--- config.mk ---
export PLATFORM = sky130hd
export DESIGN_NAME = wiper_i2c_slave
export DESIGN_NICKNAME = d
export VERILOG_FILES = /design/src/rtl/wi2c_pkg.sv /design/src/rtl/wi2c_sync.sv /design/src/rtl/wi2c_bus_events.sv /design/src/rtl/wi2c_proto.sv /design/src/rtl/wi2c_wiper.sv /design/src/rtl/wiper_i2c_slave.sv
export SDC_FILE = /design/constraint.sdc
export NUM_CORES = 1
export LEC_CHECK = 0
export CAP_MARGIN = 5
export CORE_ASPECT_RATIO = 1.5
export CORE_MARGIN = 2
export CORE_UTILIZATION = 62
export CTS_CLUSTER_SIZE = 28
export DETAILED_ROUTE_END_ITERATION = 10
export GPL_TIMING_DRIVEN = 1
export MAX_ROUTING_LAYER = met4
export PLACE_DENSITY = 0.83
export SYNTH_ARGS = -nofsm -noshare
export SYNTH_HDL_FRONTEND = slang
export SYNTH_HIERARCHICAL = 1
export SYNTH_SLANG_ARGS = --single-unit
--- constraint.sdc ---
create_clock -name clk -period 3.6 [get_ports clk]
set_input_delay 0.72 -clock clk [delete_from_list [all_inputs] [get_ports clk]]
set_output_delay 0.72 -clock clk [all_outputs]
set_load 0.02 [all_outputs]
--- src/rtl/wi2c_pkg.sv ---
package wi2c_pkg;
  localparam int unsigned WIPER_W_DEF = 7;
  localparam logic [6:0]  DEV_ADDR_DEF = 7'b0101111;

  typedef enum logic [2:0] {
    ST_IDLE     = 3'd0,
    ST_ADDR     = 3'd1,
    ST_ADDR_ACK = 3'd2,
    ST_WR_DATA  = 3'd3,
    ST_WR_ACK   = 3'd4,
    ST_RD_DATA  = 3'd5,
    ST_RD_ACK   = 3'd6,
    ST_IGNORE   = 3'd7
  } wi2c_state_t;
endpackage

--- src/rtl/wi2c_sync.sv ---
// Multi-stage synchroniser; resets to 1 (idle bus level).
module wi2c_sync #(
  parameter int unsigned WIDTH  = 2,
  parameter int unsigned STAGES = 2
) (
  input  logic             clk,
  input  logic             rst_n,
  input  logic [WIDTH-1:0] d,
  output logic [WIDTH-1:0] q
);
  genvar gi;
  generate
    for (gi = 0; gi < WIDTH; gi++) begin : g_line
      logic [STAGES-1:0] chain;
      always_ff @(posedge clk or negedge rst_n) begin
        if (!rst_n) chain <= '1;
        else        chain <= {chain[STAGES-2:0], d[gi]};
      end
      assign q[gi] = chain[STAGES-1];
    end
  endgenerate
endmodule

--- src/rtl/wi2c_bus_events.sv ---
// Edge and bus-condition decode from synchronised SCL/SDA.
module wi2c_bus_events (
  input  logic clk,
  input  logic rst_n,
  input  logic scl_s,
  input  logic sda_s,
  output logic scl_rise,
  output logic scl_fall,
  output logic start_ev,
  output logic stop_ev
);
  logic scl_d, sda_d;

  always_ff @(posedge clk or negedge rst_n) begin
    if (!rst_n) begin
      scl_d <= 1'b1;
      sda_d <= 1'b1;
    end else begin
      scl_d <= scl_s;
      sda_d <= sda_s;
    end
  end

  assign scl_rise = scl_s & ~scl_d;
  assign scl_fall = ~scl_s & scl_d;
  assign start_ev = scl_s & scl_d & sda_d & ~sda_s;
  assign stop_ev  = scl_s & scl_d & ~sda_d & sda_s;
endmodule

--- src/rtl/wi2c_proto.sv ---
// Protocol engine: control byte, write bytes, streamed read.
module wi2c_proto
  import wi2c_pkg::*;
#(
  parameter int unsigned WIPER_W  = WIPER_W_DEF,
  parameter logic [6:0]  DEV_ADDR = DEV_ADDR_DEF
) (
  input  logic               clk,
  input  logic               rst_n,
  input  logic               bor,
  input  logic               sda_s,
  input  logic               scl_rise,
  input  logic               scl_fall,
  input  logic               start_ev,
  input  logic               stop_ev,
  input  logic [WIPER_W-1:0] wiper_q,
  output logic               sda_oe,
  output logic               wr_en,
  output logic [WIPER_W-1:0] wr_data,
  output wi2c_state_t        state_o
);
  localparam int unsigned BYTE_W = WIPER_W + 1;
  localparam int unsigned CNT_W  = $clog2(BYTE_W + 1);
  localparam logic [CNT_W-1:0] CNT_FULL = CNT_W'(BYTE_W);

  wi2c_state_t       state_q, state_n;
  logic [CNT_W-1:0]  cnt_q, cnt_n;
  logic [BYTE_W-1:0] rx_q, rx_n;
  logic [BYTE_W-1:0] tx_q, tx_n;
  logic              rw_q, rw_n;
  logic              mack_q, mack_n;
  logic              oe_q, oe_n;

  always_comb begin
    state_n = state_q;
    cnt_n   = cnt_q;
    rx_n    = rx_q;
    tx_n    = tx_q;
    rw_n    = rw_q;
    mack_n  = mack_q;
    oe_n    = oe_q;
    wr_en   = 1'b0;
    if (bor) begin
      state_n = ST_IDLE;
      oe_n    = 1'b0;
    end else if (start_ev) begin
      state_n = ST_ADDR;
      cnt_n   = '0;
      oe_n    = 1'b0;
    end else if (stop_ev) begin
      state_n = ST_IDLE;
      oe_n    = 1'b0;
    end else begin
      unique case (state_q)
        ST_ADDR, ST_WR_DATA: begin
          if (scl_rise && cnt_q != CNT_FULL) begin
            rx_n  = {rx_q[BYTE_W-2:0], sda_s};
            cnt_n = cnt_q + 1'b1;
          end
          if (scl_fall && cnt_q == CNT_FULL) begin
            if (state_q == ST_WR_DATA) begin
              oe_n    = 1'b1;
              state_n = ST_WR_ACK;
            end else if (rx_q[BYTE_W-1:1] == DEV_ADDR) begin
              rw_n    = rx_q[0];
              oe_n    = 1'b1;
              state_n = ST_ADDR_ACK;
            end else begin
              state_n = ST_IGNORE;
            end
          end
        end
        ST_ADDR_ACK: begin
          if (scl_fall) begin
            cnt_n = '0;
            if (rw_q) begin
              tx_n    = {1'b0, wiper_q};
              oe_n    = 1'b1;
              state_n = ST_RD_DATA;
            end else begin
              oe_n    = 1'b0;
              state_n = ST_WR_DATA;
            end
          end
        end
        ST_WR_ACK: begin
          if (scl_rise) wr_en = 1'b1;
          if (scl_fall) begin
            oe_n    = 1'b0;
            cnt_n   = '0;
            state_n = ST_WR_DATA;
          end
        end
        ST_RD_DATA: begin
          if (scl_rise) cnt_n = cnt_q + 1'b1;
          if (scl_fall) begin
            if (cnt_q == CNT_FULL) begin
              oe_n    = 1'b0;
              state_n = ST_RD_ACK;
            end else begin
              tx_n = {tx_q[BYTE_W-2:0], 1'b0};
              oe_n = ~tx_q[BYTE_W-2];
            end
          end
        end
        ST_RD_ACK: begin
          if (scl_rise) mack_n = ~sda_s;
          if (scl_fall) begin
            if (mack_q) begin
              tx_n    = {1'b0, wiper_q};
              oe_n    = 1'b1;
              cnt_n   = '0;
              state_n = ST_RD_DATA;
            end else begin
              state_n = ST_IGNORE;
            end
          end
        end
        default: ;
      endcase
    end
  end

  always_ff @(posedge clk or negedge rst_n) begin
    if (!rst_n) begin
      state_q <= ST_IDLE;
      cnt_q   <= '0;
      rx_q    <= '0;
      tx_q    <= '0;
      rw_q    <= 1'b0;
      mack_q  <= 1'b0;
      oe_q    <= 1'b0;
    end else begin
      state_q <= state_n;
      cnt_q   <= cnt_n;
      rx_q    <= rx_n;
      tx_q    <= tx_n;
      rw_q    <= rw_n;
      mack_q  <= mack_n;
      oe_q    <= oe_n;
    end
  end

  assign sda_oe  = oe_q;
  assign wr_data = rx_q[WIPER_W-1:0];
  assign state_o = state_q;
endmodule

--- src/rtl/wi2c_wiper.sv ---
// Wiper code storage, mid-scale on reset and during brown-out.
module wi2c_wiper #(
  parameter int unsigned WIPER_W = 7
) (
  input  logic               clk,
  input  logic               rst_n,
  input  logic               bor,
  input  logic               wr_en,
  input  logic [WIPER_W-1:0] wr_data,
  output logic [WIPER_W-1:0] wiper_q
);
  localparam logic [WIPER_W-1:0] MID = {1'b1, {(WIPER_W-1){1'b0}}};

  logic [WIPER_W-1:0] wiper_n;

  always_comb begin
    wiper_n = wiper_q;
    if (bor)        wiper_n = MID;
    else if (wr_en) wiper_n = wr_data;
  end

  always_ff @(posedge clk or negedge rst_n) begin
    if (!rst_n) wiper_q <= MID;
    else        wiper_q <= wiper_n;
  end
endmodule

--- src/rtl/wiper_i2c_slave.sv ---
module wiper_i2c_slave
  import wi2c_pkg::*;
#(
  parameter int unsigned WIPER_W     = WIPER_W_DEF,
  parameter logic [6:0]  DEV_ADDR    = DEV_ADDR_DEF,
  parameter int unsigned SYNC_STAGES = 2
) (
  input  logic               clk,
  input  logic               rst_n,
  input  logic               bor,
  input  logic               scl_i,
  input  logic               sda_i,
  output logic               sda_oe,
  output logic [WIPER_W-1:0] wiper_code
);
  logic [1:0]         pins_s;
  logic               scl_s, sda_s;
  logic               scl_rise, scl_fall, start_ev, stop_ev;
  logic               wr_en;
  logic [WIPER_W-1:0] wr_data;
  wi2c_state_t        st;
  logic [2:0]         fsm_state;

  wi2c_sync #(.WIDTH(2), .STAGES(SYNC_STAGES)) u_sync (
    .clk(clk), .rst_n(rst_n), .d({scl_i, sda_i}), .q(pins_s)
  );
  assign scl_s = pins_s[1];
  assign sda_s = pins_s[0];

  wi2c_bus_events u_events (
    .clk(clk), .rst_n(rst_n), .scl_s(scl_s), .sda_s(sda_s),
    .scl_rise(scl_rise), .scl_fall(scl_fall),
    .start_ev(start_ev), .stop_ev(stop_ev)
  );

  wi2c_proto #(.WIPER_W(WIPER_W), .DEV_ADDR(DEV_ADDR)) u_proto (
    .clk(clk), .rst_n(rst_n), .bor(bor), .sda_s(sda_s),
    .scl_rise(scl_rise), .scl_fall(scl_fall),
    .start_ev(start_ev), .stop_ev(stop_ev),
    .wiper_q(wiper_code), .sda_oe(sda_oe),
    .wr_en(wr_en), .wr_data(wr_data), .state_o(st)
  );

  wi2c_wiper #(.WIPER_W(WIPER_W)) u_wiper (
    .clk(clk), .rst_n(rst_n), .bor(bor),
    .wr_en(wr_en), .wr_data(wr_data), .wiper_q(wiper_code)
  );

  assign fsm_state = st;
endmodule

# Word-level counts from Yosys, hierarchy flattened
# Cells that the tools add are included.
# W data, S select, Z words.
[word_totals]
reg_bits = 38
input_bits = 5
out_inout_bits = 8
word_cells = 123
[classes]
addsub = 1
n_eq_ne = 29
muxes = 50
n_bitwise = 16
reduce_logical = 15
[op_table]
columns = ["operator", "count"]
rows = [
  ["$mux W7", 8],
  ["$mux W3", 12],
  ["$ne A5 B4 Y1 const B", 7],
  ["$mux W4", 7],
  ["$pmux W7 S3", 1],
  ["$mux W1", 18],
  ["$pmux W4 S4", 1],
  ["$reduce_and A8 Y1", 2],
  ["$pmux W3 S5", 1],
  ["$reduce_and A7 Y1", 2],
  ["$ne A3 B2 Y1 const B", 4],
  ["$ne A2 B1 Y1 const B", 5],
  ["$reduce_and A10 Y1", 1],
  ["$reduce_and A5 Y1", 2],
  ["$eq A3 B3 Y1 const B", 3],
  ["$not A1 Y1", 9],
  ["$reduce_bool A8 Y1", 1],
  ["$and A1 B1 Y1", 7],
  ["$eq A7 B6 Y1 const B", 1],
  ["$eq A3 B2 Y1 const B", 2],
  ["$ne A6 B4 Y1 const B", 1],
  ["$pmux W1 S5", 1],
  ["$reduce_bool A5 Y1", 1],
  ["$add A4 B1 Y4 const B", 1],
  ["10 further kinds", 13],
]

# Depth between registers and ports, before layout
# Gate-level depths: netlist (run 1).
[depth]
depth_word = 9
ltp_mapped = 8
mapped_depth_nobuf = 7

# By module
# The synthesis (run 1) kept the hierarchy.
[modules_own_cells]
columns = ["module", "n_inst", "cells_per_inst", "area_each_um2", "seq_area_each_um2"]
rows = [
  ["wi2c_proto", 1, 148, 1480.2, 625.6],
  ["wi2c_wiper", 1, 22, 287.8, 176.4],
  ["wi2c_sync", 1, 6, 120.1, 105.1],
  ["wi2c_bus_events", 1, 6, 85.1, 52.6],
]

# Worst setup path after synthesis (run 1)
# No wires, ideal clock.
[synth_path]
path_kind = "register -> register"
startpoint = "register u_sync.g_line[0].chain[1]"
endpoint = "register u_wiper.wiper_q[6]"
setup_time_ns = 0.082
arrival_ns = 1.833
required_time_ns = 3.518
slack_ns = 1.685
stages_incl_launch_ff = 9
n_path_buf = 2
period_less_slack_ns = 1.915
path_cell_list = "dfstp_2 buf_4 and4b_1 nor3_4 nand2_2 nor3_1 buf_6 nor2b_2 a211o_1"
[synth_via]
elab_chain_cells = 5
elab_cells_between_ends = 7
classes_between = "mux (3); bitwise (3); reduce/logical (1)"
[synth_rtl]
columns = ["element", "line_no", "text"]
rows = [
  ["start: declaration", "wi2c_sync.sv:14", "logic [STAGES-1:0] chain;"],
  ["start signal: assignment", "wi2c_sync.sv:17", "else chain <= {chain[STAGES-2:0], d[gi]};"],
  ["$not A1 Y1", "wi2c_bus_events.sv:26", "assign start_ev = scl_s & scl_d & sda_d & ~sda_s;"],
  ["$and A1 B1 Y1", "wi2c_bus_events.sv:26", ""],
  ["named net start_ev", "wiper_i2c_slave.sv:18", "logic scl_rise, scl_fall, start_ev, stop_ev;"],
  ["$mux W1", "wi2c_proto.sv:46", "end else if (start_ev) begin"],
  ["$mux W1", "wi2c_proto.sv:43", "if (bor) begin"],
  ["named net wr_en", "wiper_i2c_slave.sv:19", "logic wr_en;"],
  ["$reduce_bool A2 Y1 (no line)", "--", ""],
  ["end signal: assignment", "wi2c_wiper.sv:24", "else wiper_q <= wiper_n;"],
  ["end: declaration", "wi2c_wiper.sv:10", "output logic [WIPER_W-1:0] wiper_q"],
]
# The timed path passes the listed nets, and every way through them passes these cells.
# A chain may end at the register's enable or synchronous reset.

# Final worst setup path (run 1)
[layout_path]
startpoint = "input bor"
endpoint = "register u_wiper.wiper_q[4]"
[layout_via]
elab_chain_cells = 2
elab_cells_between_ends = 3
classes_between = "mux (2); reduce/logical (1)"
[layout_rtl]
columns = ["element", "line_no", "text"]
rows = [
  ["start: declaration", "wiper_i2c_slave.sv:10", "input logic bor,"],
  ["$mux W1", "wi2c_proto.sv:43", ""],
  ["named net wr_en", "wiper_i2c_slave.sv:19", ""],
  ["$reduce_bool A2 Y1 (no line)", "--", ""],
]
# The timed path passes the listed nets, and every way through them passes these cells.

==> out/qor.yml, run 1 <==
outcome: "finished clean"
syn_inst: 182
setup_ws_ns: 1.125
fillers: 229
n_antenna_cell: 0
leakagePower_nw: 0.9275
die_h_um: 73.09
dp_slack_ns: 0.8421
post_synth.cell_area_avg_um2: 10.84
ys.flop_type: "dfrtp_1"
grt_max_degree: 39
antenna_found_initial: 0
fmax_mhz: 404.0
crit_path_max_fanout: 14
first_pass_iters: 4
synthArstFlopShare_pct: 100.0
post_drt_wl_per_cell_um: 16.74
fin_skew_ns: 0.009117
holdPathStages: 0
start_util_pct: 63.72
clockBufferDepth: 2
reg2reg_depth: 4
cts.sinks: 38
ys_warn_count: 6
rr_endpoint: "u_proto/tx_q[5]"
gr-total-overflow: 0
ys_ff_latch: 38
clkTransAtPathRegs_ns: 0.07
syn2layout_area_growth_pct: 7.863
grt_usage_pct: 24.23
drt_iter0_markers: 48
row_count: 25
hold_class: "reg2reg"
worstPathCellList: "clkdlybuf4s50_1, nor3_4, nand2_2, nor3_1, buf_4, mux2i_1, nor2_1"
insertion_delay_ns: 0.28
synth_nets: 189
setup_tns_ns: 0
slowest_delay_ns: 0.69
cts_setup_buffers: 0
cp_num_buf_inv: 2
route.vias.total: 1342
path_delay_family: "buffers and inverters"
io_buffers: 12
rrSetupSlack_ns: 1.37
ant_nets: 0
fin_util_pct: 68.73
crit_arrival_ns: 2.62
reg2reg_from: "u_proto/state_o[2]"
grt_pass1_wl_um: 6465
synth.distinct_cells: 47
ctsResizeCount: 0
grt_pass1_vias: 1383
multi_input_area_um2: 889.6
yosysSeqAreaShare_pct: 48.64
ir_worst_vdd_mv: 0.4270
syn_area_um2: 1973
required_ns: 3.74
rsz0062_at_grt: "no"
cts_tree: "yes"
cp_slowest_cell: "clkdlybuf4s50_1"
hold_viol: 0
gp_congestion: 0.9284
hold_buffers: 0
hold_end: "u_sync/g_line[1].chain[1]"
final_common_cell: "dfrtp_1"
seq_area_um2: 959.7
htreeDepth: 2
critPathKind: "in2reg"
dieArea_um2: 3659
core_um2: 3097
ctsRootBufferMaster: "clkbuf_8"
drc: 0
slew_headroom_pct: 45.56
final_cell_mix: "dfrtp_1, nand2_1, mux2i_1"
cp.depth: 7
wl_um: 3816
layout_min_cycle_time_ns: 2.475
setup-violations-final: 0
drive_gt1_share_pct: 21.28
nNetsFinal: 194
die_width_um: 50.06
pin_count: 13
cts_buffers: 5
end_kind: "flop"
drv_slew: 0
maxCapViolations: 0
hp-start: "u_sync/g_line[1].chain[0]"
dp_hpwl_um: 2774
routed_via_density: 5.886
period_share_pct: 68.75
start_kind: "primary input"
pwr_density_cell_nw_per_um2: 365.6
synth-edff-count: 0
worst_pin_slew_ns: 0.8166
[state kept, by name, indices dropped and copies added, names as in the netlist, 3 cells and up]
signal and count:
u_proto/cnt_q 4, u_proto/tx_q 7, u_sync/g_line.chain 4, u_proto/rx_q 8
u_proto/state_o 3, u_wiper/wiper_q 7
[worst register-to-register path, delay by kind of cell, from the launching register on]
kind / cells / cell delay, ns
and+or+nand+nor: 2 / 0.89
DFF: 1 / 0.67
AOI/OAI and AO/OA: 2 / 0.59
[per-layer routing]
| layer | vias up | wire length (µm) | global-route usage, % |
|---|---|---|---|
| li1 | 648 | - | - |
| met1 | 661 | 1608 | 28.10 |
| met2 | 27 | 2037 | 41.08 |
| met3 | 6 | 123 | 5.123 |
| met4 | 0 | 46 | 8.642 |
| met5 | - | 0 | - |
[Yosys cell counts, types with 2 or more instances]
| master | number | area, µm² |
|---|---|---|
| dfrtp_1 | 31 | 775.7 |
| nand2_1 | 19 | 71.32 |
| mux2i_1 | 16 | 160.2 |
| nor2_1 | 12 | 45.04 |
| buf_4 | 11 | 82.58 |
| mux2_2 | 9 | 101.4 |
| o21ai_1 | 9 | 45.04 |
| dfstp_2 | 7 | 183.9 |
| o21ai_0 | 6 | 30.03 |
| nor2b_1 | 5 | 31.28 |
| nor3_1 | 4 | 20.02 |
| a21oi_1 | 3 | 15.01 |
| buf_2 | 3 | 15.01 |
| inv_1 | 3 | 11.26 |
| nand2b_1 | 3 | 18.77 |
| nand3_1 | 3 | 15.01 |
| nand4_1 | 3 | 18.77 |
| and2_1 | 2 | 12.51 |
| and4b_1 | 2 | 20.02 |
| ha_1 | 2 | 25.02 |
| nand3b_1 | 2 | 15.01 |
| o22ai_1 | 2 | 12.51 |
[stage by stage]
step / power, mW / cell area (µm²) / std cells / hold slack [ns]
after floorplan: 0.4766 / 1973 / 182 / 0.3452
after global placement: 0.4917 / 2037 / 220 / 0.3472
after detailed placement: 0.4937 / 2037 / 220 / 0.3478
after CTS: 0.7854 / 2128 / 228 / 0.3628
after global routing: 0.8121 / 2128 / 228 / 0.3683
final: 0.7781 / 2128 / 228 / 0.3590
[final cells by class]
| cell class | count | share of cell area [%] |
|---|---|---|
| sequential | 38 | 45.09 |
| clock buffer | 7 | 4.056 |
| clock inverter | 1 | 0.2352 |
| multi-input combinational | 125 | 41.80 |
| inverter | 4 | 0.7055 |
| timing repair buffer | 13 | 5.761 |
| tap | 40 | 2.352 |
[cells by family after synthesis]
| kind of cell | synth area share (%) |
|---|---|
| adders and majority gates | 1.268 |
| buffers and inverters | 6.277 |
| and+or+nand+nor | 18.83 |
| AOI/OAI and AO/OA | 11.73 |
| muxes | 13.25 |
| DFF | 48.64 |
[power by group]
part	total [mW]	internal (mW)	switching, mW	leakage [nW]
clock	0.293	0.154	0.138	0.0482
sequential	0.446	0.438	0.00889	0.506
combinational	0.0388	0.0140	0.0249	0.374
total	0.778	0.606	0.172	0.928
[worst max path at each step]
| stage | end | startpoint | slack (ns) |
|---|---|---|---|
| 5_1_grt | u_wiper/wiper_q[2] | bor | 0.91 |
| 3_5_place_dp | u_wiper/wiper_q[3] | bor | 0.84 |
| 4_1_cts | u_wiper/wiper_q[1] | bor | 1.12 |
| 6_report | u_wiper/wiper_q[4] | bor | 1.12 |
| 2_1_floorplan | u_wiper/wiper_q[6] | u_sync/g_line[0].chain[1] | 1.68 |
| 3_3_place_gp | u_wiper/wiper_q[0] | bor | 0.90 |
Power figures use the tool's default switching activity.
==> run 2, diff against run 1 <==
--- a/config.mk
+++ b/config.mk
@@ -8,12 +8,12 @@
 export CAP_MARGIN = 5
 export CORE_ASPECT_RATIO = 1.5
 export CORE_MARGIN = 2
-export CORE_UTILIZATION = 62
+export CORE_UTILIZATION = 58
 export CTS_CLUSTER_SIZE = 28
 export DETAILED_ROUTE_END_ITERATION = 10
 export GPL_TIMING_DRIVEN = 1
 export MAX_ROUTING_LAYER = met4
-export PLACE_DENSITY = 0.83
+export PLACE_DENSITY = 0.78
 export SYNTH_ARGS = -nofsm -noshare
 export SYNTH_HDL_FRONTEND = slang
 export SYNTH_HIERARCHICAL = 1
==> constraint.sdc (replaced) <==
create_clock -name clk -period 2.34 [get_ports clk]
set_input_delay 0.468 -clock clk [delete_from_list [all_inputs] [get_ports clk]]
set_output_delay 0.468 -clock clk [all_outputs]
set_load 0.02 [all_outputs]
==> run 2 against run 1 <==
Compared with the run above:
- global-route usage rose by 0.41 points
- wire length grew 4.3%
- sequential share of layout area fell by 0.39 points
- final area is 0.88% higher
- combinational power up 56%
==> out/qor.yml, run 2 (synthesis gave the netlist of run 1 again) <==
outcome: "finished clean"
htreeDepth: 2
hold_buffers: 0
clkTransAtPathRegs_ns: 0.08
die_width_um: 51.63
grt_pass1_vias: 1358
drv_slew: 0
end_kind: "flop"
reg_top3: "u_proto/rx_q x8, u_proto/tx_q x7, u_wiper/wiper_q x7"
fmax_mhz: 489.7
reg2reg_depth: 7
wirelength_met1_um: 1630
first_pass_iters: 5
io_buffers: 12
hold_viol: 0
p_int_mw: 0.9322
fin_cells: 230
wl_met3_um: 120
grt_max_degree: 39
final_cell_area_um2: 2147
grt_pass1_wl_um: 6651
reg2reg_from: "u_sync/g_line[0].chain[1]"
critPathKind: "reg2reg"
maxCapViolations: 0
fin_util_pct: 67.29
routed_via_density: 5.952
dp_hpwl_um: 2831
drive_gt1_share_pct: 22.63
rrSetupSlack_ns: 0.30
netSwitchingFraction_pct: 23.65
ctsRootBufferMaster: "clkbuf_8"
pin_count: 13
slew_headroom_pct: 44.26
crit_arrival_ns: 2.26
insertion_delay_ns: 0.29
pwr_density_cell_nw_per_um2: 568.7
start_util_pct: 61.84
cts_buffers: 5
dp_slack_ns: 0.1623
p_switching_mw: 0.2888
gr-total-overflow: 0
largest_reg_flops: 8
setup-violations-final: 0
post_drt_wl_per_cell_um: 17.30
final_cell_mix: "dfrtp_1, nand2_1, mux2i_1"
drt_iter0_markers: 30
cts.sinks: 38
die_h_um: 75.44
drc: 0
core_um2: 3191
clockBufferDepth: 2
grt_usage_pct: 24.63
antenna_found_initial: 0
dr.max_layer_used: "met4"
fin_skew_ns: 0.009718
p_total_mw: 1.221
required_ns: 2.56
syn2layout_area_growth_pct: 8.814
worst_pin_slew_ns: 0.8362
dpl_cell_area_um2: 2052
wl_um: 3979
power_frac_seq_pct: 56.3
final_common_cell: "dfrtp_1"
route.vias.total: 1369
start_kind: "flop"
hold-worst-slack_ns: 0.2729
nNetsFinal: 196
hold_class: "in2async"
dieArea_um2: 3894
layout_min_cycle_time_ns: 2.042
top_register: "u_proto/rx_q"
period_share_pct: 87.27
clkPwrFrac_pct: 38.7
leakagePower_nw: 0.9354
crit_path_max_fanout: 8
dp_cells: 222
rr_endpoint: "u_wiper/wiper_q[6]"
ant_nets: 0
row_count: 25
ir_worst_vdd_mv: 0.5677
setup_ws_ns: 0.2978
ctsResizeCount: 0
rsz0062_at_grt: "no"
fillers: 273
p_comb_share_pct: 5.0
dr_wl_met2_um: 2054
cts_tree: "yes"
cts_setup_buffers: 0
gp_congestion: 0.9030
setup_tns_ns: 0
n_antenna_cell: 0
[run 2: cell type report]
cell class / count / area, µm² / share of cell area [%]
sequential: 38 / 959.7 / 44.70
multi-input combinational: 125 / 889.6 / 41.43
timing repair buffer: 15 / 137.6 / 6.410
clock buffer: 6 / 82.58 / 3.846
tap: 40 / 50.05 / 2.331
inverter: 4 / 15.01 / 0.6993
clock inverter: 2 / 12.51 / 0.5828
[run 2: worst max path at each step]
stage	from	slack (ns)	cells after the start	endpoint
after floorplan	u_sync/g_line[0].chain[1]	0.42	8	u_wiper/wiper_q[6]
after detailed placement	bor	0.16	7	u_wiper/wiper_q[6]
after global routing	u_sync/g_line[0].chain[1]	0.13	7	u_wiper/wiper_q[0]
after global placement	bor	0.22	7	u_wiper/wiper_q[6]
after CTS	u_sync/g_line[0].chain[1]	0.29	7	u_wiper/wiper_q[6]
final	u_sync/g_line[0].chain[1]	0.30	7	u_wiper/wiper_q[6]
[run 2: routing by layer]
layer	vias to the layer above	global-route usage [%]
met5	-	-
li1	654	-
met3	15	5.294
met1	671	27.88
met4	0	14.33
met2	29	40.17
[run 2: power groups by stage]
| stage | combinational, mW | sequential [mW] | clock, mW |
|---|---|---|---|
| 6_report | 0.0606 | 0.687 | 0.473 |
| 2_1_floorplan | 0.0413 | 0.692 | 0 |
| 3_3_place_gp | 0.0589 | 0.698 | 0 |
| 4_1_cts | 0.0608 | 0.687 | 0.484 |
| 3_5_place_dp | 0.0608 | 0.699 | 0 |
| 5_1_grt | 0.0683 | 0.689 | 0.504 |
[run 2: critical path: stages, from the launching register on]
cell	delay, ns
dfstp_2	0.56
and4b_1	0.29
nor3_4	0.24
nand2_2	0.12
nor3_1	0.22
buf_4	0.22
nor2b_2	0.05
a211o_1	0.26
